[config.mk]
export PLATFORM = sky130hd
export DESIGN_NAME = step_seq
export DESIGN_NICKNAME = d
export VERILOG_FILES = /design/src/rtl/step_seq_pkg.sv /design/src/rtl/step_evt_sel.sv /design/src/rtl/step_seq_fsm.sv /design/src/rtl/step_out_gate.sv /design/src/rtl/step_seq.sv
export SDC_FILE = /design/constraint.sdc
export NUM_CORES = 1
export LEC_CHECK = 0
export BUFFER_PORTS_ARGS = -buffer_cell sky130_fd_sc_hd__buf_2
export CAP_MARGIN = 10
export CORE_AREA = 2 2 39 41
export CTS_BUF_LIST = sky130_fd_sc_hd__clkbuf_8
export CTS_CLUSTER_DIAMETER = 40
export DETAILED_ROUTE_END_ITERATION = 16
export DIE_AREA = 0 0 41 43
export PLACE_DENSITY = 0.52
export SYNTH_ARGS = -nofsm -noshare
export SYNTH_HDL_FRONTEND = slang
export SYNTH_SLANG_ARGS = --single-unit
[constraint.sdc]
create_clock -name clk -period 2 [get_ports clk]
set_clock_uncertainty 0.15 [all_clocks]
set_input_delay 0 -clock clk [delete_from_list [all_inputs] [get_ports clk]]
set_output_delay 0 -clock clk [all_outputs]
set_load 0.02 [all_outputs]
[src/rtl/step_seq_pkg.sv]
package step_seq_pkg;

    localparam int CAUSE_W = 3;

    localparam logic [CAUSE_W-1:0] CAUSE_NONE = CAUSE_W'(0);
    localparam logic [CAUSE_W-1:0] CAUSE_TRIG = CAUSE_W'(2);
    localparam logic [CAUSE_W-1:0] CAUSE_STEP = CAUSE_W'(4);

    typedef enum logic [1:0] {
        SQ_IDLE = 2'd0,
        SQ_ARMED = 2'd1,
        SQ_HOLD = 2'd2
    } sq_state_t;

    typedef struct packed {
        logic                 hit;
        logic [CAUSE_W-1:0]   code;
    } step_evt_t;

    // trigger outranks a plain step completion
    function automatic logic [CAUSE_W-1:0] rank_cause(input logic trig);
        return trig ? CAUSE_TRIG : CAUSE_STEP;
    endfunction

endpackage

[src/rtl/step_evt_sel.sv]
module step_evt_sel
    import step_seq_pkg::*;
(
    input  logic      armed,
    input  logic      retire,
    input  logic      trap_taken,
    input  logic      trig_fire,
    output step_evt_t evt
);
    always_comb begin
        evt.hit  = armed & (retire | trap_taken | trig_fire);
        evt.code = evt.hit ? rank_cause(trig_fire) : CAUSE_NONE;
    end
endmodule

[src/rtl/step_seq_fsm.sv]
module step_seq_fsm
    import step_seq_pkg::*;
(
    input  logic               clk,
    input  logic               rst,
    input  logic               resume,
    input  logic               step_en,
    input  logic               step_ie,
    input  logic               debug_enter,
    input  step_evt_t          evt,
    output sq_state_t          state,
    output logic               ie_held,
    output logic [CAUSE_W-1:0] cause_held
);
    sq_state_t state_nx;

    always_comb begin
        state_nx = state;
        unique case (state)
            SQ_IDLE:  if (resume && step_en && !debug_enter) state_nx = SQ_ARMED;
            SQ_ARMED: if (debug_enter) state_nx = SQ_IDLE;
                      else if (evt.hit) state_nx = SQ_HOLD;
            SQ_HOLD:  if (debug_enter) state_nx = SQ_IDLE;
            default:  state_nx = SQ_IDLE;
        endcase
    end

    always_ff @(posedge clk) begin
        if (rst) begin
            state      <= SQ_IDLE;
            ie_held    <= 1'b0;
            cause_held <= CAUSE_NONE;
        end else begin
            state <= state_nx;
            if (state == SQ_IDLE && state_nx == SQ_ARMED)
                ie_held <= step_ie;
            if (state == SQ_ARMED && state_nx == SQ_HOLD)
                cause_held <= evt.code;
            else if (state_nx == SQ_IDLE)
                cause_held <= CAUSE_NONE;
        end
    end
endmodule

[src/rtl/step_out_gate.sv]
module step_out_gate
    import step_seq_pkg::*;
(
    input  sq_state_t          state,
    input  logic               ie_held,
    input  logic [CAUSE_W-1:0] cause_held,
    input  step_evt_t          evt,
    input  logic               stall_insn,
    output logic               halt_req,
    output logic [CAUSE_W-1:0] cause,
    output logic               irq_mask,
    output logic               force_nop,
    output logic               defer_fault
);
    logic in_hold;
    logic in_armed;

    always_comb begin
        in_hold     = (state == SQ_HOLD);
        in_armed    = (state == SQ_ARMED);
        halt_req    = in_hold | evt.hit;
        cause       = in_hold ? cause_held : evt.code;
        irq_mask    = (in_hold | in_armed) & ~ie_held;
        force_nop   = in_armed & stall_insn;
        defer_fault = halt_req;
    end
endmodule

[src/rtl/step_seq.sv]
module step_seq
    import step_seq_pkg::*;
(
    input  logic               clk,
    input  logic               rst,
    input  logic               step_en,
    input  logic               step_ie,
    input  logic               resume,
    input  logic               debug_enter,
    input  logic               retire,
    input  logic               trap_taken,
    input  logic               trig_fire,
    input  logic               stall_insn,
    output logic               step_halt_req,
    output logic [CAUSE_W-1:0] halt_cause,
    output logic               irq_mask,
    output logic               force_nop,
    output logic               defer_fetch_fault
);
    sq_state_t          state;
    logic               ie_held;
    logic [CAUSE_W-1:0] cause_held;
    step_evt_t          evt;

    step_evt_sel u_sel (
        .armed      (state == SQ_ARMED),
        .retire     (retire),
        .trap_taken (trap_taken),
        .trig_fire  (trig_fire),
        .evt        (evt)
    );

    step_seq_fsm u_fsm (
        .clk         (clk),
        .rst         (rst),
        .resume      (resume),
        .step_en     (step_en),
        .step_ie     (step_ie),
        .debug_enter (debug_enter),
        .evt         (evt),
        .state       (state),
        .ie_held     (ie_held),
        .cause_held  (cause_held)
    );

    step_out_gate u_gate (
        .state       (state),
        .ie_held     (ie_held),
        .cause_held  (cause_held),
        .evt         (evt),
        .stall_insn  (stall_insn),
        .halt_req    (step_halt_req),
        .cause       (halt_cause),
        .irq_mask    (irq_mask),
        .force_nop   (force_nop),
        .defer_fault (defer_fetch_fault)
    );
endmodule

# After elaboration in Yosys (flattened, before gate mapping)
# Cells that the tools add are included.
[totals]
rom_bits = 0
input_bits = 10
latchBits = 0
regBits = 6
ramBits = 0
n_memories = 0
elab_cells = 33
out_inout_bits = 7
[classes]
n_reduce_logical = 8
muxes = 10
bitwise = 8
n_mul = 0
n_shift = 0
order_cmp = 0
n_div = 0
eq_ne = 4
add_sub_neg = 0
[op_table]
columns = ["operator", "n"]
rows = [
  ["3-bit two-way mux", 5],
  ["2-bit two-way mux", 4],
  ["2-bit one-hot mux with 3 select lines", 1],
  ["2-bit by 1-bit == test with 1-bit output (second input constant)", 2],
  ["2-bit == test (second input constant)", 2],
  ["1-bit logical AND", 4],
  ["2-bit zero test", 2],
  ["1-bit OR", 4],
  ["1-bit bitwise AND", 3],
  ["2-bit nonzero test", 1],
  ["1-bit zero test", 1],
  ["1-bit inverter", 1],
]

# Depth between registers and ports, before layout
# Gate-level depths: netlist of run 1.
[logic_depth]
ltp_word = 9
ltp_mapped = 7
depth_no_buf = 7

# Hierarchy
# From an unflattened synthesis of run 1, not the netlist that was laid out.
[hier_totals]
hier_cells = 42
hier_area_um2 = 420.4
[modules_own_cells]
columns = ["module", "area_each_um2", "cells_per_inst", "n_inst", "seq_area_each_um2"]
rows = [
  ["step_seq_fsm", 277.8, 24, 1, 120.1],
  ["step_out_gate", 90.1, 11, 1, 0.0],
  ["step_evt_sel", 38.8, 6, 1, 0.0],
  ["step_seq", 13.8, 1, 1, 0.0],
]

# Least setup slack after synthesis of run 1
# OpenSTA, ideal clock, no wires.
[synth_timing]
path_type = "reg2reg"
start = "register u_fsm.state[1]"
end = "register u_fsm.ie_held"
synth_period_minus_slack_ns = 1.945
n_path_buf = 0
required_ns = 1.732
stages_incl_launch_ff = 8
path_slack_ns = 0.055
arrival_ns = 1.677
setup_time_ns = 0.118
cell_sequence = "dfxtp_1 inv_1 ha_1 and2b_1 a21oi_1 or3_1 a2111o_1 mux2i_1"
[synth_via]
elab_chain_cells = 7
elab_cells_between_ends = 11
classes_between = "3 x eq/ne; 5 x mux; 1 x bitwise; 2 x reduce/logical"
[synth_lines]
columns = ["element", "line_no", "source"]
rows = [
  ["start: declaration", "step_seq_fsm.sv:11", "output sq_state_t state,"],
  ["start signal: assignment", "step_seq_fsm.sv:34", "state <= state_nx;"],
  ["2-bit by 1-bit == test with 1-bit output", "step_seq_fsm.sv:19, step_seq.sv:26", ""],
  ["1-bit bitwise AND", "step_evt_sel.sv:11", "evt.hit = armed & (retire | trap_taken | trig_fire);"],
  ["2-bit two-way mux", "step_seq_fsm.sv:22", "else if (evt.hit) state_nx = SQ_HOLD;"],
  ["2-bit two-way mux", "step_seq_fsm.sv:21", "SQ_ARMED: if (debug_enter) state_nx = SQ_IDLE;"],
  ["2-bit one-hot mux with 3 select lines", "step_seq_fsm.sv:19", "unique case (state)"],
  ["2-bit by 1-bit == test with 1-bit output", "step_seq_fsm.sv:35", "if (state == SQ_IDLE && state_nx == SQ_ARMED)"],
  ["1-bit logical AND (*)", "step_seq_fsm.sv:35", ""],
  ["end signal: assignment", "step_seq_fsm.sv:36", "ie_held <= step_ie;"],
  ["end: declaration", "step_seq_fsm.sv:12", "output logic ie_held,"],
]
# Mark *: on every way between the ends. The rest lies on a longest branch, timed or not.
# A chain may end at the register's enable or synchronous reset.

# Worst setup path in the final report of run 1
[layout_timing]
start = "input port trig_fire"
end = "register u_fsm.ie_held"
[layout_via]
elab_chain_cells = 7
[layout_lines]
columns = ["element", "line_no", "source"]
rows = [
  ["start: declaration", "step_seq.sv:12", "input logic trig_fire,"],
  ["1-bit OR", "step_evt_sel.sv:11", ""],
  ["1-bit bitwise AND", "step_evt_sel.sv:11", ""],
  ["2-bit two-way mux", "step_seq_fsm.sv:22", ""],
  ["2-bit two-way mux", "step_seq_fsm.sv:21", ""],
  ["2-bit one-hot mux with 3 select lines", "step_seq_fsm.sv:19", ""],
  ["2-bit by 1-bit == test with 1-bit output", "step_seq_fsm.sv:35", ""],
  ["1-bit logical AND", "step_seq_fsm.sv:35", ""],
]
# No other way between the ends.

==> flow_summary.ini, run 1 <==
[worst_hold_path]
holdPathEnd = u_fsm.cause_held[2]
holdCritStartpoint = retire
whs_path_depth = 3
min_path_type = in -> reg

[route]
detail_route.iter0.violations = 4
ratio_of_routed_vias_to_standard_cells = 4.522
wire_per_inst_um = 9.322
firstDrtPassIters = 3
drc = 0
wirelength_um = 839
vias = 407
postRouteAntennaNets = 0

[synthesis]
yosysWarningCount = 0
ys_dominant_reg_cell = sky130_fd_sc_hd__dfxtp_1
synth_adder_area_share_pct = 12.86
synthSimpleGateAreaFrac_pct = 27.33
syn_inst = 50
yosys.cell_types.count = 25
post_synth_mux_area_share_pct = 2.572
synth_top_family_by_area = simple AND/OR/NAND/NOR gates
post_synthesis_instance_area_sq_um = 389.1
synth_xor_xnor_area_share_pct = 0
async_flop_share_pct = 0
sequential_share_of_the_synthesized_area_pct = 25.72
netlist_top_cells_area = sky130_fd_sc_hd__dfxtp_1 26%, sky130_fd_sc_hd__ha_1 13%, sky130_fd_sc_hd__nand2_1 5.8%, sky130_fd_sc_hd__o21ai_0 5.1%, sky130_fd_sc_hd__buf_4 3.9%
yosys.cell_count.top_type = sky130_fd_sc_hd__nand2_1
syn_area_per_cell_sq_um = 7.782
synth.ff_latch_count = 5
syn_nets = 64
yosys-top-cells-count = 6 x sky130_fd_sc_hd__nand2_1, 5 x sky130_fd_sc_hd__dfxtp_1, 4 x sky130_fd_sc_hd__ha_1, 4 x sky130_fd_sc_hd__inv_1, 4 x sky130_fd_sc_hd__o21ai_0
synth_largest_type_area_fraction_pct = 25.72
synth_enable_flop_cells = 0
synth_compound_area_share_pct = 22.83
yosys.area.top_type = sky130_fd_sc_hd__dfxtp_1

[floorplan]
die_width_um = 41
placementRows = 14
dieArea_sq_mm = 0.001763
top_level_ports = 17
fp.coreArea_sq_mm = 0.001384
initial_util_pct = 28.12
die-height_um = 43

[placed_design]
buffers_added_on_ports = 15
hpwlAfterDp_um = 683.2
gp_congestion = 0.7217
dpl_ws_ns = 0.08894

[sta]
rsz0062_at_grt = no
final_max_slew_viol_count = 0
clock.fmax_mhz = 522.0
layout_min_cycle_time_ns = 1.916
fin_crit_sh_pct = 95.79
finalSetupViolCount = 0
finalHoldViolCount = 0
timing.setup.tns_ns = 0
fin_ws_ns = 0.08412

[power]
power_density_mw_per_mm2 = 608.1
worst_ir_drop_on_vdd_mv = 0.3591
static_leakage_power_nw = 0.2981

[critical_path]
cp-end-kind = flop
criticalPathCategory = in -> reg
worstPathRequired_ns = 1.95
crit_start = trig_fire
crit_path_top_delay_cell = sky130_fd_sc_hd__dlygate4sd3_1
startpoint_class = primary input
reg2reg_to = u_fsm.ie_held
worst_r2r_startpoint = u_fsm.state[1]
path_cells = dlygate4sd3_1 > buf_2 > or3_1 > a31oi_2 > a21oi_1 > a2111o_1 > mux2i_1
crit_path_max_incr_delay_ns = 0.53
worstRegToRegCells = 7
worst_path_arrival_time_ns = 1.87
setup.reg_to_reg.worst_slack_ns = 0.14
crit_fanout = 3

[cts]
clock_tree.buffer_depth = 2
worstSkewPairLatency_ns = 0.22
tritoncts = built
cts_inserted_buffers = 3
clk_pin_slew_ns = 0.03
cts.repair_timing.setup_buffer_count = 0
clockRootBuffer = sky130_fd_sc_hd__clkbuf_8
htreeDepth = 1
cts.sinks = 5

[layout]
areaGrowthSynthToFinish_pct = 50.16
antenna_cells_inserted = 0
layout.filler_cells = 154
layout.nets = 89
layout-drive-gt1-share_pct = 36.49

[grt]
gr-total-overflow = 0
first_pass_grt_wire_length_um = 1497
grt_start_max_net_pins = 7
gr-usage-all-layers_pct = 12.26
first_global_vias = 406
antenna_violations_before_repair = 0

[flow_run]
max-cap-violations = 0

[outcome]
status = completed
-- how the worst max path moves through the flow --
stage | to | slack [ns] | cells after the start
3_5_place_dp | u_fsm.ie_held | 0.09 | 7
3_3_place_gp | u_fsm.ie_held | 0.08 | 7
6_report | u_fsm.ie_held | 0.08 | 7
4_1_cts | u_fsm.ie_held | 0.07 | 7
2_1_floorplan | u_fsm.ie_held | 0.06 | 7
5_1_grt | u_fsm.ie_held | 0.01 | 7
-- final cells by class --
class,instances,area (sq um),area share [%]
clock inverter,1,3.754,0.6424
sequential,5,101.3,17.34
clock buffer,3,41.29,7.066
timing repair buffer,22,137.6,23.55
tap,16,20.02,3.426
multi-input combinational,39,265.3,45.40
inverter,4,15.01,2.570
-- per-stage QoR --
| step | instances | util, % | cell area [sq um] | power [mW] | hold WS (ns) |
|---|---|---|---|---|---|
| final | 90 | 42.22 | 584.3 | 0.3553 | 0.03363 |
| after floorplan | 50 | - | 389.1 | 0.1546 | -0.06015 |
| after CTS | 90 | 41.68 | 576.8 | 0.3600 | 0.04440 |
| after detailed placement | 82 | 35.53 | 491.7 | 0.1758 | 0.08529 |
| after global placement | 82 | 35.53 | 491.7 | 0.1757 | 0.08764 |
| after global routing | 90 | 42.22 | 584.3 | 0.3806 | 0.06720 |
-- where the power goes --
| group | total (mW) | internal [mW] | switching, mW |
|---|---|---|---|
| sequential | 0.107 | 0.104 | 0.00285 |
| combinational | 0.0747 | 0.0365 | 0.0382 |
| clock | 0.174 | 0.131 | 0.0430 |
| total | 0.355 | 0.271 | 0.0841 |
-- worst max-delay path, delay by kind of cell --
family,cells,cell delay (ns)
AO/OA/AOI/OAI,3,0.68
buffers and inverters,2,0.66
AND/OR/NAND/NOR,1,0.40
multiplexers,1,0.12
-- sequential cells by signal (all words and copies together), names as in the netlist --
signal            count
u_fsm.cause_held      2
u_fsm.ie_held         1
u_fsm.state           2
-- kinds of logic after synthesis --
family / count (synthesis)
flops: 5
mux: 1
other cells: 1
simple gates: 20
fa+ha+maj: 4
compound gates: 13
buf+inv: 6
-- layout by cell type (no fill, tap or decap), types with 2 or more instances in the layout --
cell type,n
sky130_fd_sc_hd__inv_1,4
sky130_fd_sc_hd__o21ai_0,4
sky130_fd_sc_hd__buf_2,15
sky130_fd_sc_hd__nand2_1,6
sky130_fd_sc_hd__dfxtp_1,4
sky130_fd_sc_hd__or3_1,2
sky130_fd_sc_hd__nand2b_1,2
sky130_fd_sc_hd__buf_4,3
sky130_fd_sc_hd__clkbuf_8,3
sky130_fd_sc_hd__dlygate4sd3_1,4
sky130_fd_sc_hd__nor2_1,3
sky130_fd_sc_hd__o22ai_1,2
sky130_fd_sc_hd__a21oi_1,2
sky130_fd_sc_hd__ha_1,4
-- metal layers --
| metal | vias up | share of wire [%] | GRT usage (%) |
|---|---|---|---|
| li1 | 220 | - | - |
| met1 | 179 | 51 | 16.13 |
| met2 | 8 | 45 | 16.88 |
| met3 | 0 | 4.3 | 3.141 |
| met4 | 0 | 0 | 8.000 |
| met5 | - | 0 | 0 |
-- what timing repair did --
item,in CTS,in global routing
hold buffers,4,0
resized for setup,0,3
endpoints found under the setup margin,0,1
hold endpoints to repair,4,0
Power figures use the tool's default switching activity.
==> run 2, diff against run 1 <==
--- a/config.mk
+++ b/config.mk
@@ -12,7 +12,7 @@
 export CTS_CLUSTER_DIAMETER = 40
 export DETAILED_ROUTE_END_ITERATION = 16
 export DIE_AREA = 0 0 41 43
-export PLACE_DENSITY = 0.52
+export PLACE_DENSITY = 0.5
 export SYNTH_ARGS = -nofsm -noshare
 export SYNTH_HDL_FRONTEND = slang
 export SYNTH_SLANG_ARGS = --single-unit
==> constraint.sdc (replaced) <==
create_clock -name clk -period 1.8 [get_ports clk]
set_clock_uncertainty 0.15 [all_clocks]
set_input_delay 0 -clock clk [delete_from_list [all_inputs] [get_ports clk]]
set_output_delay 0 -clock clk [all_outputs]
set_load 0.02 [all_outputs]
==> run 2 against run 1 <==
The run now ends with negative setup slack left. Clock-buffer cell count unchanged. Register-to-register slack got worse by 0.15 ns. Die area unchanged. Global-route usage decreased by 0.20 points. Sequential share of layout area decreased by 1.1 points. Sequential power increased by 11%. Setup slack got worse by 0.089 ns. Power increased by 14%. Critical path type is now reg -> reg. Highest routed layer is now met4.
==> flow_summary.ini, run 2 (same netlist as run 1, synthesis figures left out) <==
[outcome]
status = complete, but fails checks
violations = negative setup slack

[power]
power_density_mw_per_mm2 = 641.4
static_leakage_power_nw = 0.3139
fin_total_pwr_mw = 0.4044
worst_ir_drop_on_vdd_mv = 0.3800

[layout]
commonest_non_fill_non_tap_cell_in_the_layout = sky130_fd_sc_hd__buf_2
layout.nets = 93
layout.cell_area.non_filler_sq_um = 630.6
largest_registers = u_fsm.cause_held (2), u_fsm.state (2), u_fsm.ie_held (1)
areaGrowthSynthToFinish_pct = 62.06
layout-drive-gt1-share_pct = 43.59
final_cell_mix = 15 x sky130_fd_sc_hd__buf_2, 7 x sky130_fd_sc_hd__buf_4, 6 x sky130_fd_sc_hd__nand2_1
antenna_cells_inserted = 0

[floorplan]
top_level_ports = 17
placementRows = 14
die_width_um = 41
dieArea_sq_mm = 0.001763
fp.coreArea_sq_mm = 0.001384
initial_util_pct = 28.12
die-height_um = 43

[sta]
fin_ws_ns = -0.005182
clock.fmax_mhz = 554.0
finalHoldViolCount = 0
rsz0062_at_grt = yes
layout_min_cycle_time_ns = 1.805
finalSetupViolCount = 1
fin_crit_sh_pct = 100.3
final_max_slew_viol_count = 0

[cts]
htreeDepth = 1
clock_tree.buffer_depth = 2
clk_pin_slew_ns = 0.03
clockRootBuffer = sky130_fd_sc_hd__clkbuf_8
worstSkewPairLatency_ns = 0.22
cts.repair_timing.setup_buffer_count = 0
tritoncts = built
cts.sinks = 5
cts_inserted_buffers = 3

[critical_path]
startpoint_class = flop
reg2reg_to = u_fsm.ie_held
worstPathRequired_ns = 1.75
worst_r2r_startpoint = u_fsm.state[1]
crit_path_max_incr_delay_ns = 0.38
path_cells = inv_2 > ha_4 > and2b_1 > a21oi_1 > or3_1 > a2111o_1 > mux2i_1
crit_fanout = 3
worst_path_arrival_time_ns = 1.76
crit_path_top_delay_cell = sky130_fd_sc_hd__a2111o_1
criticalPathCategory = reg -> reg
setup.reg_to_reg.worst_slack_ns = -0.005
cp-end-kind = flop
worstRegToRegCells = 7

[grt]
gr-usage-all-layers_pct = 12.06
grt_start_max_net_pins = 7
first_pass_grt_wire_length_um = 1414
first_global_vias = 391
antenna_violations_before_repair = 0
gr-total-overflow = 0

[route]
drc = 0
vias = 441
ratio_of_routed_vias_to_standard_cells = 4.691
wirelength_um = 884
detail_route.iter0.violations = 3
wire_per_inst_um = 9.404
firstDrtPassIters = 4
postRouteAntennaNets = 0

[placed_design]
gp_congestion = 0.7493
placedInstanceArea_sq_um = 535.5
buffers_added_on_ports = 15
hpwlAfterDp_um = 726.4
dpl_ws_ns = 0.0002345

[worst_hold_path]
holdCritStartpoint = retire
holdPathEnd = u_fsm.cause_held[2]
min_path_type = in -> reg
whs_path_depth = 3

[flow_run]
max-cap-violations = 0
## run 2: worst max-delay path, delay by kind of cell, from the launching register on
family | cells | cell delay, ns
muxes | 1 | 0.12
and+or+nand+nor | 2 | 0.46
DFF | 1 | 0.32
AOI/OAI and AO/OA | 2 | 0.45
adders and majority gates | 1 | 0.12
buffers and inverters | 1 | 0.07
## run 2: worst max-delay path by stage
stage                        start                   to  slack (ns)  cells past startpoint
CTS                 u_fsm.state[1]        u_fsm.ie_held     -0.0005                      7
global route        u_fsm.state[1]        u_fsm.ie_held       -0.06                      7
finish              u_fsm.state[1]        u_fsm.ie_held      -0.005                      7
detailed placement  u_fsm.state[1]        u_fsm.ie_held      0.0002                      7
global placement    u_fsm.state[0]  u_fsm.cause_held[2]       0.007                      8
floorplan           u_fsm.state[1]        u_fsm.ie_held       -0.05                      7
## run 2: layout make-up
type / instances / area (sq um)
fillers: 137 / 753.2
multi-input cells: 39 / 280.3
repair buffers: 26 / 167.7
flip-flops and latches: 5 / 102.6
clock buffers: 3 / 41.29
well taps: 16 / 20.02
inverters: 4 / 15.01
clock inverters: 1 / 3.754
## run 2: repair_timing
action,CTS,global route
endpoints found under the setup margin,1,3
gates resized for setup,1,2
endpoints found under the hold margin,5,0
hold buffers,4,0
## run 2: per-layer routing
layer | wire (um) | global-route usage [%] | part of all wire (%)
met5 | 0 | 0 | 0
met2 | 455 | 17.50 | 51
met3 | 34 | 3.141 | 3.8
met4 | 8 | 10.00 | 0.90
met1 | 385 | 13.87 | 44
## run 2: where the power goes
part / internal (mW) / switching [mW]
registers: 0.116 / 0.00335
logic: 0.0459 / 0.0446
clock network: 0.146 / 0.0494
total: 0.307 / 0.0974
## run 2: stage by stage
stage / instances / hold slack [ns] / util [%] / TNS (ns)
after floorplan: 50 / -0.06015 / - / -0.04514
after global placement: 86 / 0.07887 / 38.70 / 0
after detailed placement: 86 / 0.07974 / 38.70 / 0
after CTS: 94 / 0.04790 / 44.94 / -0.0004664
after global routing: 94 / 0.07452 / 45.57 / -0.1193
final: 94 / 0.04598 / 45.57 / -0.005182
==> run 3, diff against run 2 <==
==> constraint.sdc (replaced) <==
create_clock -name clk -period 2.15 [get_ports clk]
set_clock_uncertainty 0.15 [all_clocks]
set_input_delay 0 -clock clk [delete_from_list [all_inputs] [get_ports clk]]
set_output_delay 0 -clock clk [all_outputs]
set_load 0.02 [all_outputs]
==> run 3 against run 2 <==
The run now ends clean. Combinational power decreased by 23%. Sequential share of layout area increased by 1.4 points. Setup slack improved by 0.12 ns. Sequential power decreased by 17%.
==> flow_summary.ini, run 3 (same netlist as run 1, synthesis figures left out) <==
[sta]
fin_ws_ns = 0.1166
finalHoldWorstSlack_ns = 0.04755
rsz0062_at_grt = no
layout_min_cycle_time_ns = 2.033
fin_crit_sh_pct = 94.58
finalHoldViolCount = 0
timing.setup.tns_ns = 0
clock.fmax_mhz = 491.8
finalSetupViolCount = 0
final_max_slew_viol_count = 0

[cts]
tritoncts = built
clk_pin_slew_ns = 0.03
cts.sinks = 5
clock_tree.buffer_depth = 2
worstSkewPairLatency_ns = 0.22
htreeDepth = 1
cts_inserted_buffers = 3
clockRootBuffer = sky130_fd_sc_hd__clkbuf_8

[grt]
first_global_vias = 374
gr-total-overflow = 0
grt_start_max_net_pins = 8
gr-usage-all-layers_pct = 11.85
antenna_violations_before_repair = 0
first_pass_grt_wire_length_um = 1414

[worst_hold_path]
min_path_type = in -> reg
holdCritStartpoint = retire
holdPathEnd = u_fsm.cause_held[2]
whs_path_depth = 3

[critical_path]
setup.reg_to_reg.worst_slack_ns = 0.16
worstPathRequired_ns = 2.09
worst_r2r_startpoint = u_fsm.state[1]
worst_path_arrival_time_ns = 1.98
reg2reg_to = u_fsm.state[1]
startpoint_class = primary input
worstRegToRegCells = 7
criticalPathCategory = in -> reg
crit_fanout = 3
cp-end-kind = flop

[placed_design]
gp_congestion = 0.7322
dpl_ws_ns = 0.1896
buffers_added_on_ports = 15
dp_cells = 80
hpwlAfterDp_um = 671.1

[floorplan]
initial_util_pct = 28.12
top_level_ports = 17
fp.coreArea_sq_mm = 0.001384
die-height_um = 43
die_width_um = 41
dieArea_sq_mm = 0.001763
placementRows = 14

[layout]
commonest_non_fill_non_tap_cell_in_the_layout = sky130_fd_sc_hd__buf_2
layout-drive-gt1-share_pct = 36.11
final-instance-count-excl-fill = 88
antenna_cells_inserted = 0
final_cell_mix = 15 x sky130_fd_sc_hd__buf_2, 6 x sky130_fd_sc_hd__nand2_1, 5 x sky130_fd_sc_hd__inv_1
layout.nets = 87
areaGrowthSynthToFinish_pct = 47.59
largest_registers = u_fsm.cause_held (2), u_fsm.state (2), u_fsm.ie_held (1)

[route]
postRouteAntennaNets = 0
wire_per_inst_um = 9.545
vias = 409
drc = 0
wirelength_um = 840
ratio_of_routed_vias_to_standard_cells = 4.648
firstDrtPassIters = 2
detail_route.iter0.violations = 1

[flow_run]
max-cap-violations = 0

[power]
static_leakage_power_nw = 0.2905
worst_ir_drop_on_vdd_mv = 0.2858
power_density_mw_per_mm2 = 577.6
fin_total_pwr_mw = 0.3317

[outcome]
status = completed
run 3: where the power goes:
| group | total (mW) | leakage (nW) | internal (mW) | switching, mW |
|---|---|---|---|---|
| logic | 0.0697 | 0.223 | 0.0333 | 0.0364 |
| clock network | 0.163 | 0.0269 | 0.122 | 0.0412 |
| registers | 0.0989 | 0.0410 | 0.0965 | 0.00239 |
| total | 0.332 | 0.291 | 0.252 | 0.0800 |
run 3: area by class of cell:
cell class / count / area (sq um)
sequential: 5 / 101.3
tap: 16 / 20.02
clock inverter: 1 / 3.754
multi-input combinational: 39 / 270.3
clock buffer: 3 / 41.29
fill: 153 / 809.5
timing repair buffer: 20 / 122.6
inverter: 4 / 15.01
run 3: how the worst max path moves through the flow:
stage | slack (ns) | start | to | cells after the start
CTS | 0.07 | u_fsm.state[1] | u_fsm.state[1] | 7
finish | 0.12 | trig_fire | u_fsm.state[1] | 6
detailed placement | 0.19 | u_fsm.state[1] | u_fsm.ie_held | 7
global placement | 0.19 | u_fsm.state[1] | u_fsm.ie_held | 7
global route | 0.01 | trig_fire | u_fsm.state[1] | 6
floorplan | 0.21 | u_fsm.state[1] | u_fsm.ie_held | 7
run 3: repair_timing:
item	in CTS	in global routing
hold buffers	4	0
hold endpoints to repair	4	0
setup buffers	0	0
resized for setup	0	4
setup endpoints to repair	0	1
run 3: through the flow:
stage	utilization, %	cell area, sq um
final	41.50	574.3
after global routing	41.50	574.3
after CTS	40.60	561.8
after detailed placement	34.45	476.7
after global placement	34.45	476.7
after floorplan	-	389.1
run 3: critical path, cell delays in order:
cell and delay, ns:
sky130_fd_sc_hd__dlygate4sd3_1 0.53, sky130_fd_sc_hd__buf_2 0.13, sky130_fd_sc_hd__or3_1 0.38, sky130_fd_sc_hd__a31oi_1 0.28
sky130_fd_sc_hd__nor4_2 0.09, sky130_fd_sc_hd__dlygate4sd3_1 0.56
run 3: routing by layer:
metal | share of wire [%] | GRT usage [%]
met2 | 49 | 15.94
met5 | 0 | 0
met1 | 45 | 15.76
met4 | 0.95 | 10.00
met3 | 4.6 | 1.571
